==> config.mk <==
export PLATFORM = sky130hd
export DESIGN_NAME = gpio_irq_bank
export DESIGN_NICKNAME = d
export VERILOG_FILES = /design/src/rtl/gpio_irq_pkg.sv /design/src/rtl/gpio_in_sync.sv /design/src/rtl/gpio_trig_cell.sv /design/src/rtl/gpio_data_regs.sv /design/src/rtl/gpio_irq_bank.sv
export SDC_FILE = /design/constraint.sdc
export NUM_CORES = 1
export LEC_CHECK = 0
export CAP_MARGIN = 20
export CORE_MARGIN = 5
export CORE_UTILIZATION = 57
export CTS_CLUSTER_SIZE = 28
export DETAILED_ROUTE_END_ITERATION = 10
export MAX_ROUTING_LAYER = met4
export PLACE_DENSITY = 0.86
export SYNTH_ARGS = -nofsm -noshare
export SYNTH_HDL_FRONTEND = slang
export SYNTH_SLANG_ARGS = --single-unit
==> constraint.sdc <==
create_clock -name clk -period 2.7 [get_ports clk]
set_clock_uncertainty 0.05 [all_clocks]
set_input_delay 0.675 -clock clk [delete_from_list [all_inputs] [get_ports clk]]
set_output_delay 0.675 -clock clk [all_outputs]
set_load 0.01 [all_outputs]
==> src/rtl/gpio_irq_pkg.sv <==
package gpio_irq_pkg;
  localparam int unsigned REG_W  = 16;
  localparam int unsigned ADDR_W = 4;

  // data window offsets
  localparam logic [ADDR_W-1:0] DOFS_LEVEL   = 4'h0;
  localparam logic [ADDR_W-1:0] DOFS_OE_SET  = 4'h2;
  localparam logic [ADDR_W-1:0] DOFS_OUT_CLR = 4'h4;
  localparam logic [ADDR_W-1:0] DOFS_OE_CLR  = 4'h6;
  localparam logic [ADDR_W-1:0] DOFS_OUT_SET = 4'h8;

  // interrupt window offsets
  localparam logic [ADDR_W-1:0] IOFS_ACK     = 4'h0;
  localparam logic [ADDR_W-1:0] IOFS_ACK_BLK = 4'h2;
  localparam logic [ADDR_W-1:0] IOFS_EDGE    = 4'h4;
  localparam logic [ADDR_W-1:0] IOFS_BOTH    = 4'h6;
  localparam logic [ADDR_W-1:0] IOFS_POL     = 4'h8;
  localparam logic [ADDR_W-1:0] IOFS_MASK    = 4'hA;
  localparam logic [ADDR_W-1:0] IOFS_PEND    = 4'hC;

  typedef struct packed {
    logic oe_set;
    logic oe_clr;
    logic out_set;
    logic out_clr;
    logic ack;
    logic ack_blk;
    logic edge_sel;
    logic both;
    logic pol;
    logic mask;
  } wr_dec_t;
endpackage

==> src/rtl/gpio_in_sync.sv <==
module gpio_in_sync #(
  parameter int unsigned W = 16
) (
  input  logic         clk,
  input  logic         rst_n,
  input  logic [W-1:0] d,
  output logic [W-1:0] lvl,
  output logic [W-1:0] lvl_prev
);
  logic [W-1:0] meta_q;

  always_ff @(posedge clk) begin
    if (!rst_n) begin
      meta_q   <= '0;
      lvl      <= '0;
      lvl_prev <= '0;
    end else begin
      meta_q   <= d;
      lvl      <= meta_q;
      lvl_prev <= lvl;
    end
  end
endmodule

==> src/rtl/gpio_trig_cell.sv <==
module gpio_trig_cell (
  input  logic clk,
  input  logic rst_n,
  input  logic lvl,
  input  logic lvl_prev,
  input  logic edge_mode,
  input  logic both_edges,
  input  logic pol,
  input  logic ack_clr,
  output logic raw,
  output logic held
);
  logic rise, fall, hit;

  always_comb begin
    rise = lvl & ~lvl_prev;
    fall = ~lvl & lvl_prev;
    if (both_edges)  hit = rise | fall;
    else if (pol)    hit = rise;
    else             hit = fall;
  end

  // a fresh edge outranks a same-cycle acknowledge
  always_ff @(posedge clk) begin
    if (!rst_n)          held <= 1'b0;
    else if (!edge_mode) held <= 1'b0;
    else                 held <= (held & ~ack_clr) | hit;
  end

  assign raw = edge_mode ? held : ~(lvl ^ pol);
endmodule

==> src/rtl/gpio_data_regs.sv <==
module gpio_data_regs #(
  parameter int unsigned W = 16
) (
  input  logic         clk,
  input  logic         rst_n,
  input  logic         oe_set,
  input  logic         oe_clr,
  input  logic         out_set,
  input  logic         out_clr,
  input  logic [W-1:0] wbits,
  output logic [W-1:0] out_q,
  output logic [W-1:0] oe_q
);
  logic [W-1:0] oe_s, oe_c, out_s, out_c;

  assign oe_s  = oe_set  ? wbits : '0;
  assign oe_c  = oe_clr  ? wbits : '0;
  assign out_s = out_set ? wbits : '0;
  assign out_c = out_clr ? wbits : '0;

  always_ff @(posedge clk) begin
    if (!rst_n) begin
      out_q <= '0;
      oe_q  <= '0;
    end else begin
      out_q <= (out_q | out_s) & ~out_c;
      oe_q  <= (oe_q  | oe_s)  & ~oe_c;
    end
  end
endmodule

==> src/rtl/gpio_irq_bank.sv <==
module gpio_irq_bank
  import gpio_irq_pkg::*;
#(
  parameter int unsigned NUM_LINES = 16
) (
  input  logic              clk,
  input  logic              rst_n,
  input  logic              bus_wr,
  input  logic              bus_win,
  input  logic [ADDR_W-1:0] bus_addr,
  input  logic [REG_W-1:0]  bus_wdata,
  output logic [REG_W-1:0]  bus_rdata,
  input  logic [NUM_LINES-1:0] pin_in,
  output logic [NUM_LINES-1:0] pin_out,
  output logic [NUM_LINES-1:0] pin_oe,
  output logic              irq
);
  localparam int unsigned W = NUM_LINES;

  wr_dec_t      dec;
  logic [W-1:0] wbits;
  logic [W-1:0] lvl, lvl_prev;
  logic [W-1:0] ack_blk_q, edge_q, both_q, pol_q, mask_q;
  logic [W-1:0] ack_clr, raw_evt, evt_latch, pend;

  assign wbits = bus_wdata[W-1:0];

  always_comb begin
    dec = '0;
    if (bus_wr && !bus_win) begin
      dec.oe_set  = (bus_addr == DOFS_OE_SET);
      dec.oe_clr  = (bus_addr == DOFS_OE_CLR);
      dec.out_set = (bus_addr == DOFS_OUT_SET);
      dec.out_clr = (bus_addr == DOFS_OUT_CLR);
    end
    if (bus_wr && bus_win) begin
      dec.ack      = (bus_addr == IOFS_ACK);
      dec.ack_blk  = (bus_addr == IOFS_ACK_BLK);
      dec.edge_sel = (bus_addr == IOFS_EDGE);
      dec.both     = (bus_addr == IOFS_BOTH);
      dec.pol      = (bus_addr == IOFS_POL);
      dec.mask     = (bus_addr == IOFS_MASK);
    end
  end

  gpio_in_sync #(.W(W)) u_sync (
    .clk      (clk),
    .rst_n    (rst_n),
    .d        (pin_in),
    .lvl      (lvl),
    .lvl_prev (lvl_prev)
  );

  gpio_data_regs #(.W(W)) u_data (
    .clk     (clk),
    .rst_n   (rst_n),
    .oe_set  (dec.oe_set),
    .oe_clr  (dec.oe_clr),
    .out_set (dec.out_set),
    .out_clr (dec.out_clr),
    .wbits   (wbits),
    .out_q   (pin_out),
    .oe_q    (pin_oe)
  );

  always_ff @(posedge clk) begin
    if (!rst_n) begin
      ack_blk_q <= '0;
      edge_q    <= '0;
      both_q    <= '0;
      pol_q     <= '0;
      mask_q    <= '1;
    end else begin
      if (dec.ack_blk)  ack_blk_q <= wbits;
      if (dec.edge_sel) edge_q    <= wbits;
      if (dec.both)     both_q    <= wbits;
      if (dec.pol)      pol_q     <= wbits;
      if (dec.mask)     mask_q    <= wbits;
    end
  end

  assign ack_clr = dec.ack ? (wbits & ~ack_blk_q) : '0;

  for (genvar i = 0; i < W; i++) begin : g_line
    gpio_trig_cell u_cell (
      .clk        (clk),
      .rst_n      (rst_n),
      .lvl        (lvl[i]),
      .lvl_prev   (lvl_prev[i]),
      .edge_mode  (edge_q[i]),
      .both_edges (both_q[i]),
      .pol        (pol_q[i]),
      .ack_clr    (ack_clr[i]),
      .raw        (raw_evt[i]),
      .held       (evt_latch[i])
    );
  end

  assign pend = raw_evt & ~mask_q;
  assign irq  = |pend;

  always_comb begin
    bus_rdata = '0;
    if (!bus_win) begin
      case (bus_addr)
        DOFS_LEVEL:   bus_rdata[W-1:0] = lvl;
        DOFS_OE_SET:  bus_rdata[W-1:0] = pin_oe;
        DOFS_OUT_SET: bus_rdata[W-1:0] = pin_out;
        default:      bus_rdata = '0;
      endcase
    end else begin
      case (bus_addr)
        IOFS_ACK_BLK: bus_rdata[W-1:0] = ack_blk_q;
        IOFS_EDGE:    bus_rdata[W-1:0] = edge_q;
        IOFS_BOTH:    bus_rdata[W-1:0] = both_q;
        IOFS_POL:     bus_rdata[W-1:0] = pol_q;
        IOFS_MASK:    bus_rdata[W-1:0] = mask_q;
        IOFS_PEND:    bus_rdata[W-1:0] = pend;
        default:      bus_rdata = '0;
      endcase
    end
  end
endmodule

* Word level (Yosys, flattened, before mapping)
Index checks and enable logic that the tools add are counted.
** Word-level totals
- Register bits :: 176
- Output and inout port bits :: 49
** Cells by class
- Multiplexer cells :: 58
- Equal/unequal tests :: 6
- Bitwise operators :: 170
- Reduce and logical (&&, ||, !) cells :: 21
** Operator list (count)
- $mux W16 :: 6
- $pmux W16 S6 :: 1
- $and A16 B16 Y16 :: 4
- $not A1 Y1 :: 64
- $not A16 Y16 :: 4
- $and A1 B1 Y1 :: 48
- $mux W1 :: 48
- $pmux W16 S3 :: 1
- $or A1 B1 Y1 :: 32
- $or A16 B16 Y16 :: 2
- $reduce_and A2 Y1 :: 16
- $reduce_or A16 Y1 :: 1
- $xor A1 B1 Y1 :: 16
- $eq A4 B4 Y1 const B :: 3
- $eq A4 B3 Y1 const B :: 2
- $mux W6 :: 1
- $eq A4 B2 Y1 const B :: 1
- $logic_not A4 Y1 :: 1
- $mux W4 :: 1
- $logic_and A1 B1 Y1 :: 2
- $logic_not A1 Y1 :: 1

* Logic depth before layout (Yosys ltp)
- Depth in word-level cells :: 6
- Depth in mapped cells :: 9

* Hierarchy
Synthesis repeated with hierarchy kept, for this count alone.
** Unflattened totals
- Cells, all modules :: 963
- Area total of the unflattened synthesis :: 8814.7 um^2
** Modules (own cells, without submodules)
- gpio_irq_bank :: instances 1, cells each 530, sequential area each 1601.5 um^2, area each 4324.1 um^2
- gpio_trig_cell :: instances 16, cells each 14, sequential area each 20.0 um^2, area each 112.6 um^2
- gpio_data_regs :: instances 1, cells each 108, sequential area each 640.6 um^2, area each 1357.6 um^2
- gpio_in_sync :: instances 1, cells each 101, sequential area each 960.9 um^2, area each 1331.3 um^2

* Worst setup path after synthesis
Ideal clock, no wire load.
- Kind :: in2out
- Start point :: in bus_addr[3]
- End point :: out bus_rdata[5]
- Cell stages on the path :: 9
- Required time :: 1.975 ns
- Arrival :: 1.835 ns
- Path slack :: 0.140 ns
- Cell sequence :: buf_6 -> buf_6 -> nor2b_1 -> buf_6 -> buf_6 -> a22oi_1 -> o221ai_1 -> nand2_1 -> o221ai_1
** Between the ends
- Longest elaborated chain between the ends :: 3
- Elaborated cells on any way between the ends :: 10
** RTL lines
- start, declared :: RTL line gpio_irq_bank.sv:10 : input logic [ADDR_W-1:0] bus_addr,
- $eq A4 B4 Y1, or another cell as far along :: RTL line gpio_irq_bank.sv:112 : case (bus_addr)
- $pmux W16 S6 / $pmux W16 S3 (equally long branches) :: RTL line gpio_irq_bank.sv:112, gpio_irq_bank.sv:105
- $mux W16 (*) :: RTL line gpio_irq_bank.sv:104 : if (!bus_win) begin
- end, declared :: RTL line gpio_irq_bank.sv:12 : output logic [REG_W-1:0] bus_rdata,
Every way passes the cells marked *; elsewhere a longest branch is shown, timed or not.

* Worst setup path in the final report
- Start point :: in bus_addr[3]
- End point :: out bus_rdata[8]
Same word-level chain as after synthesis.

==> flow_summary.ini <==
[layout]
finalNonFillerCells = 1421
syn_to_final_growth_pct = 27.2
antenna_cells = 0
nFillCells = 1050
nets = 1269
drive_above_1_share_pct = 19.6

[place]
io_buffers = 88
place_inst = 1371
routabilityCongestion = 0.944
place_ws_ns = -0.938
dpl.hpwl_mm = 17.4

[worst_setup_path]
cp-start-kind = input pin
rr_worst_depth = 5
reg2reg_from = u_sync.lvl[7]$_SDFF_PN0_
crit_slowest_cell = or2_1
rrSetupSlack_ns = 1.26
path_buf_inv = 4
crit_chain = buf_12 -> buf_6 -> or2_1 -> buf_12 -> o221ai_1 -> nand2_1 -> o221ai_2 -> buf_2
cp_common_cell = buf_12
cp.required_ns = 1.98
cp_max_fo = 14
critPathTopFamily = buffers and inverters
arrival_ns = 1.97
crit_type = input pin to output port
endpoint_kind = output port
r2r-end = g_line[7].u_cell.held$_SDFF_PN0_
critPathMaxStageDelay_ns = 0.27

[run_status]
status = completed

[synthesis]
yosysWarningCount = 0
netlist_area_um2 = 8880
synth.avg_cell_area_um2 = 8.21
syn_inst = 1082
postSynth.asyncResetShare_pct = 0
synth_nets = 1154
ys_ff_latch = 176
ys_seq_area_share_pct = 39.7
synth-edff-count = 0
ys_types = 44
ys.flop_type = dfxtp_1

[pwr]
total_power_mw = 5.68
clock_power_share_pct = 43.4
p_comb_share_pct = 9.5
p_int_mw = 4.13
p_switching_mw = 1.56
p_leak_nw = 4.30
swShare_pct = 27.4
vdd_drop_max_v = 0.000477
powerDensity_nw_per_um2 = 503
power.share.sequential_pct = 47.0

[cts]
cts_buffer_depth = 2
clkSlewWorstSetupHoldPaths_ns = 0.07
clock-sinks = 176
cts-buffers-inserted = 17
clk_latency_ns = 0.45
cts_tree = built
cts_htree_levels = 4
cts_root_buffer = clkbuf_16

[timing]
finalCritPeriodShare_pct = 100
rsz0062_at_grt = true
max_slew.worst_pin.slew_ns = 0.513
final-setup-viol-count = 0
final_max_slew_viol_count = 0
setup_ws_ns = 0.00103
timing.slew.headroom_pct = 65.7
hold_viol = 0
fin_crit_ns = 2.70
max_freq_mhz = 371

[grt]
grt_use_total_pct = 30.5
grt_pass1_vias = 8178
grt_max_degree = 71
grt-ovfl-total = 0
antenna_found_initial = 0
grt_pass1_wl_mm = 42.4

[floorplanning]
core_um2 = 15300
initial_utilization_pct = 58.2
ios = 89
die_w_um = 135
dieArea_um2 = 18200
num_rows = 45
die_h_um = 135

[route]
totalWireLength_mm = 27.2
via_count = 8435
wl_per_cell_um = 19.2
drtPass1Iterations = 5
via_per_inst = 5.94
drc = 0
drt_iter0_drc = 981
antenna_left = 0

[worst_hold_path]
hold_start = u_sync.meta_q[10]$_SDFF_PN0_
hold_end = u_sync.lvl[10]$_SDFF_PN0_
holdPathStages = 1
hold_path.class = flop to flop

[run]
drv_cap = 0
-- kinds of logic (layout without fill, tap and decap cells) --
| family | after synthesis | after routing | share of synthesized area, % |
|---|---|---|---|
| AND/OR/NAND/NOR | 475 | 475 | 25.3 |
| AO/OA/AOI/OAI | 241 | 242 | 19.1 |
| flip-flops | 176 | 176 | 39.7 |
| buffers and inverters | 110 | 237 | 6.06 |
| adder cells (fa/ha/maj) | 32 | 32 | 4.51 |
| multiplexers | 32 | 32 | 3.83 |
| XOR/XNOR | 16 | 16 | 1.58 |
-- cells in the final DEF, fill, tap and decap left out, types with 5 or more instances in the layout --
| cell | netlist | routed |
|---|---|---|
| a21boi_0 | 36 | 36 |
| a21boi_1 | 28 | 28 |
| a21oi_1 | 64 | 60 |
| a22oi_1 | 31 | 27 |
| and2_1 | 48 | 48 |
| buf_12 | 0 | 21 |
| buf_2 | 21 | 19 |
| buf_4 | 8 | 52 |
| buf_6 | 9 | 15 |
| clkbuf_16 | 0 | 17 |
| clkdlybuf4s50_1 | 0 | 65 |
| dfxtp_1 | 176 | 163 |
| dfxtp_2 | 0 | 12 |
| ha_1 | 32 | 32 |
| inv_1 | 32 | 32 |
| inv_6 | 0 | 5 |
| mux2_2 | 16 | 16 |
| mux2i_1 | 16 | 16 |
| nand2_1 | 291 | 287 |
| nand2_2 | 1 | 5 |
| nand2b_1 | 17 | 17 |
| nand3_1 | 18 | 18 |
| nand3b_1 | 16 | 16 |
| nand4_1 | 5 | 5 |
| nor2_1 | 53 | 44 |
| nor2_2 | 0 | 9 |
| nor3_4 | 6 | 7 |
| o21ai_0 | 29 | 29 |
| o221ai_1 | 22 | 8 |
| o221ai_2 | 9 | 22 |
| o31a_1 | 16 | 16 |
| xor2_1 | 16 | 16 |
-- flip-flops by register name (all words and copies together) (netlist names) --
| signal | cells |
|---|---|
| ack_blk_q | 16 |
| u_sync.lvl | 16 |
| mask_q | 16 |
| pol_q | 16 |
| u_data.oe_q | 16 |
| edge_q | 16 |
| u_data.out_q | 16 |
| u_sync.lvl_prev | 16 |
| g_line.u_cell.held | 16 |
| u_sync.meta_q | 16 |
| both_q | 16 |
-- worst register-to-register path, delay by kind of cell (launching register included) --
kind	cells	cell delay [ns]
DFF	1	0.45
AOI/OAI and AO/OA	2	0.33
adders and majority gates	1	0.18
buffers and inverters	1	0.08
muxes	1	0.25
-- cell type report --
| type | count | area [µm²] | area share, % |
|---|---|---|---|
| timing repair buffer | 173 | 1730 | 15.3 |
| clock buffer | 17 | 425 | 3.76 |
| sequential | 176 | 3540 | 31.3 |
| inverter | 32 | 120 | 1.06 |
| clock inverter | 15 | 166 | 1.47 |
| multi-input combinational | 797 | 5050 | 44.7 |
| tap | 211 | 264 | 2.34 |
-- cell usage after synthesis, types with 2 or more instances --
master | count | area share (%)
a21boi_0 | 36 | 3.0
a21boi_1 | 28 | 2.4
a21oi_1 | 64 | 3.6
a22oi_1 | 31 | 2.6
and2_1 | 48 | 3.4
buf_1 | 5 | 0.21
buf_2 | 21 | 1.2
buf_4 | 8 | 0.68
buf_6 | 9 | 1.1
clkbuf_1 | 34 | 1.4
dfxtp_1 | 176 | 40
ha_1 | 32 | 4.5
inv_1 | 32 | 1.4
mux2_2 | 16 | 2.0
mux2i_1 | 16 | 1.8
nand2_1 | 291 | 12
nand2b_1 | 17 | 1.2
nand2b_4 | 3 | 0.46
nand3_1 | 18 | 1.0
nand3b_1 | 16 | 1.4
nand4_1 | 5 | 0.35
nor2_1 | 53 | 2.2
nor2b_1 | 4 | 0.28
nor3_2 | 2 | 0.23
nor3_4 | 6 | 1.1
nor4_4 | 2 | 0.48
o21ai_0 | 29 | 1.6
o21ai_1 | 3 | 0.17
o221ai_1 | 22 | 2.2
o221ai_2 | 9 | 1.5
o31a_1 | 16 | 1.6
or2_1 | 2 | 0.14
or3_1 | 2 | 0.14
xor2_1 | 16 | 1.6
-- metrics by stage --
step                hold slack [ns]  setup TNS, ns  cell area [µm²]  utilization (%)
finish                        0.386              0            11300             74.1
global route                  0.396        -0.0809            11300             74.1
CTS                           0.384              0            11100             73.1
detailed placement            0.367         -16.42            10400             67.9
global placement              0.365         -14.92            10400             67.9
floorplan                     0.362              0             8880                -
-- how the worst max path moves through the flow --
stage / cells past startpoint / end / startpoint
floorplan: 9 / bus_rdata[5] / bus_addr[3]
global placement: 8 / bus_rdata[5] / bus_addr[1]
detailed placement: 9 / bus_rdata[7] / bus_addr[1]
CTS: 6 / bus_rdata[1] / bus_addr[0]
global route: 8 / bus_rdata[3] / bus_addr[3]
finish: 8 / bus_rdata[8] / bus_addr[3]
-- power groups by stage --
stage          registers [mW]  logic, mW  clock network (mW)
4_1_cts                  2.67      0.514                2.47
5_1_grt                  2.68      0.578                2.59
3_5_place_dp             2.73      0.478                   0
3_3_place_gp             2.73      0.464                   0
6_report                 2.67      0.542                2.47
2_1_floorplan            2.72      0.279                   0
-- repair_timing --
item                                    4_1_cts  5_1_grt
setup buffers                                12        4
cloned                                        2        2
hold buffers                                  0        0
endpoints found under the setup margin       17       16
resized for setup                           132       39
endpoints found under the hold margin         0        0
pin swaps                                     7       20
-- layer usage --
metal / share of wire [%] / vias to the layer above / GRT usage (%)
met5: 0 / - / -
met2: 45 / 487 / 46.9
met3: 8.8 / 126 / 5.85
li1: - / 3892 / -
met1: 40 / 3930 / 38.2
met4: 5.6 / 0 / 16.0
No activity file was read; power rests on OpenSTA's default activity.
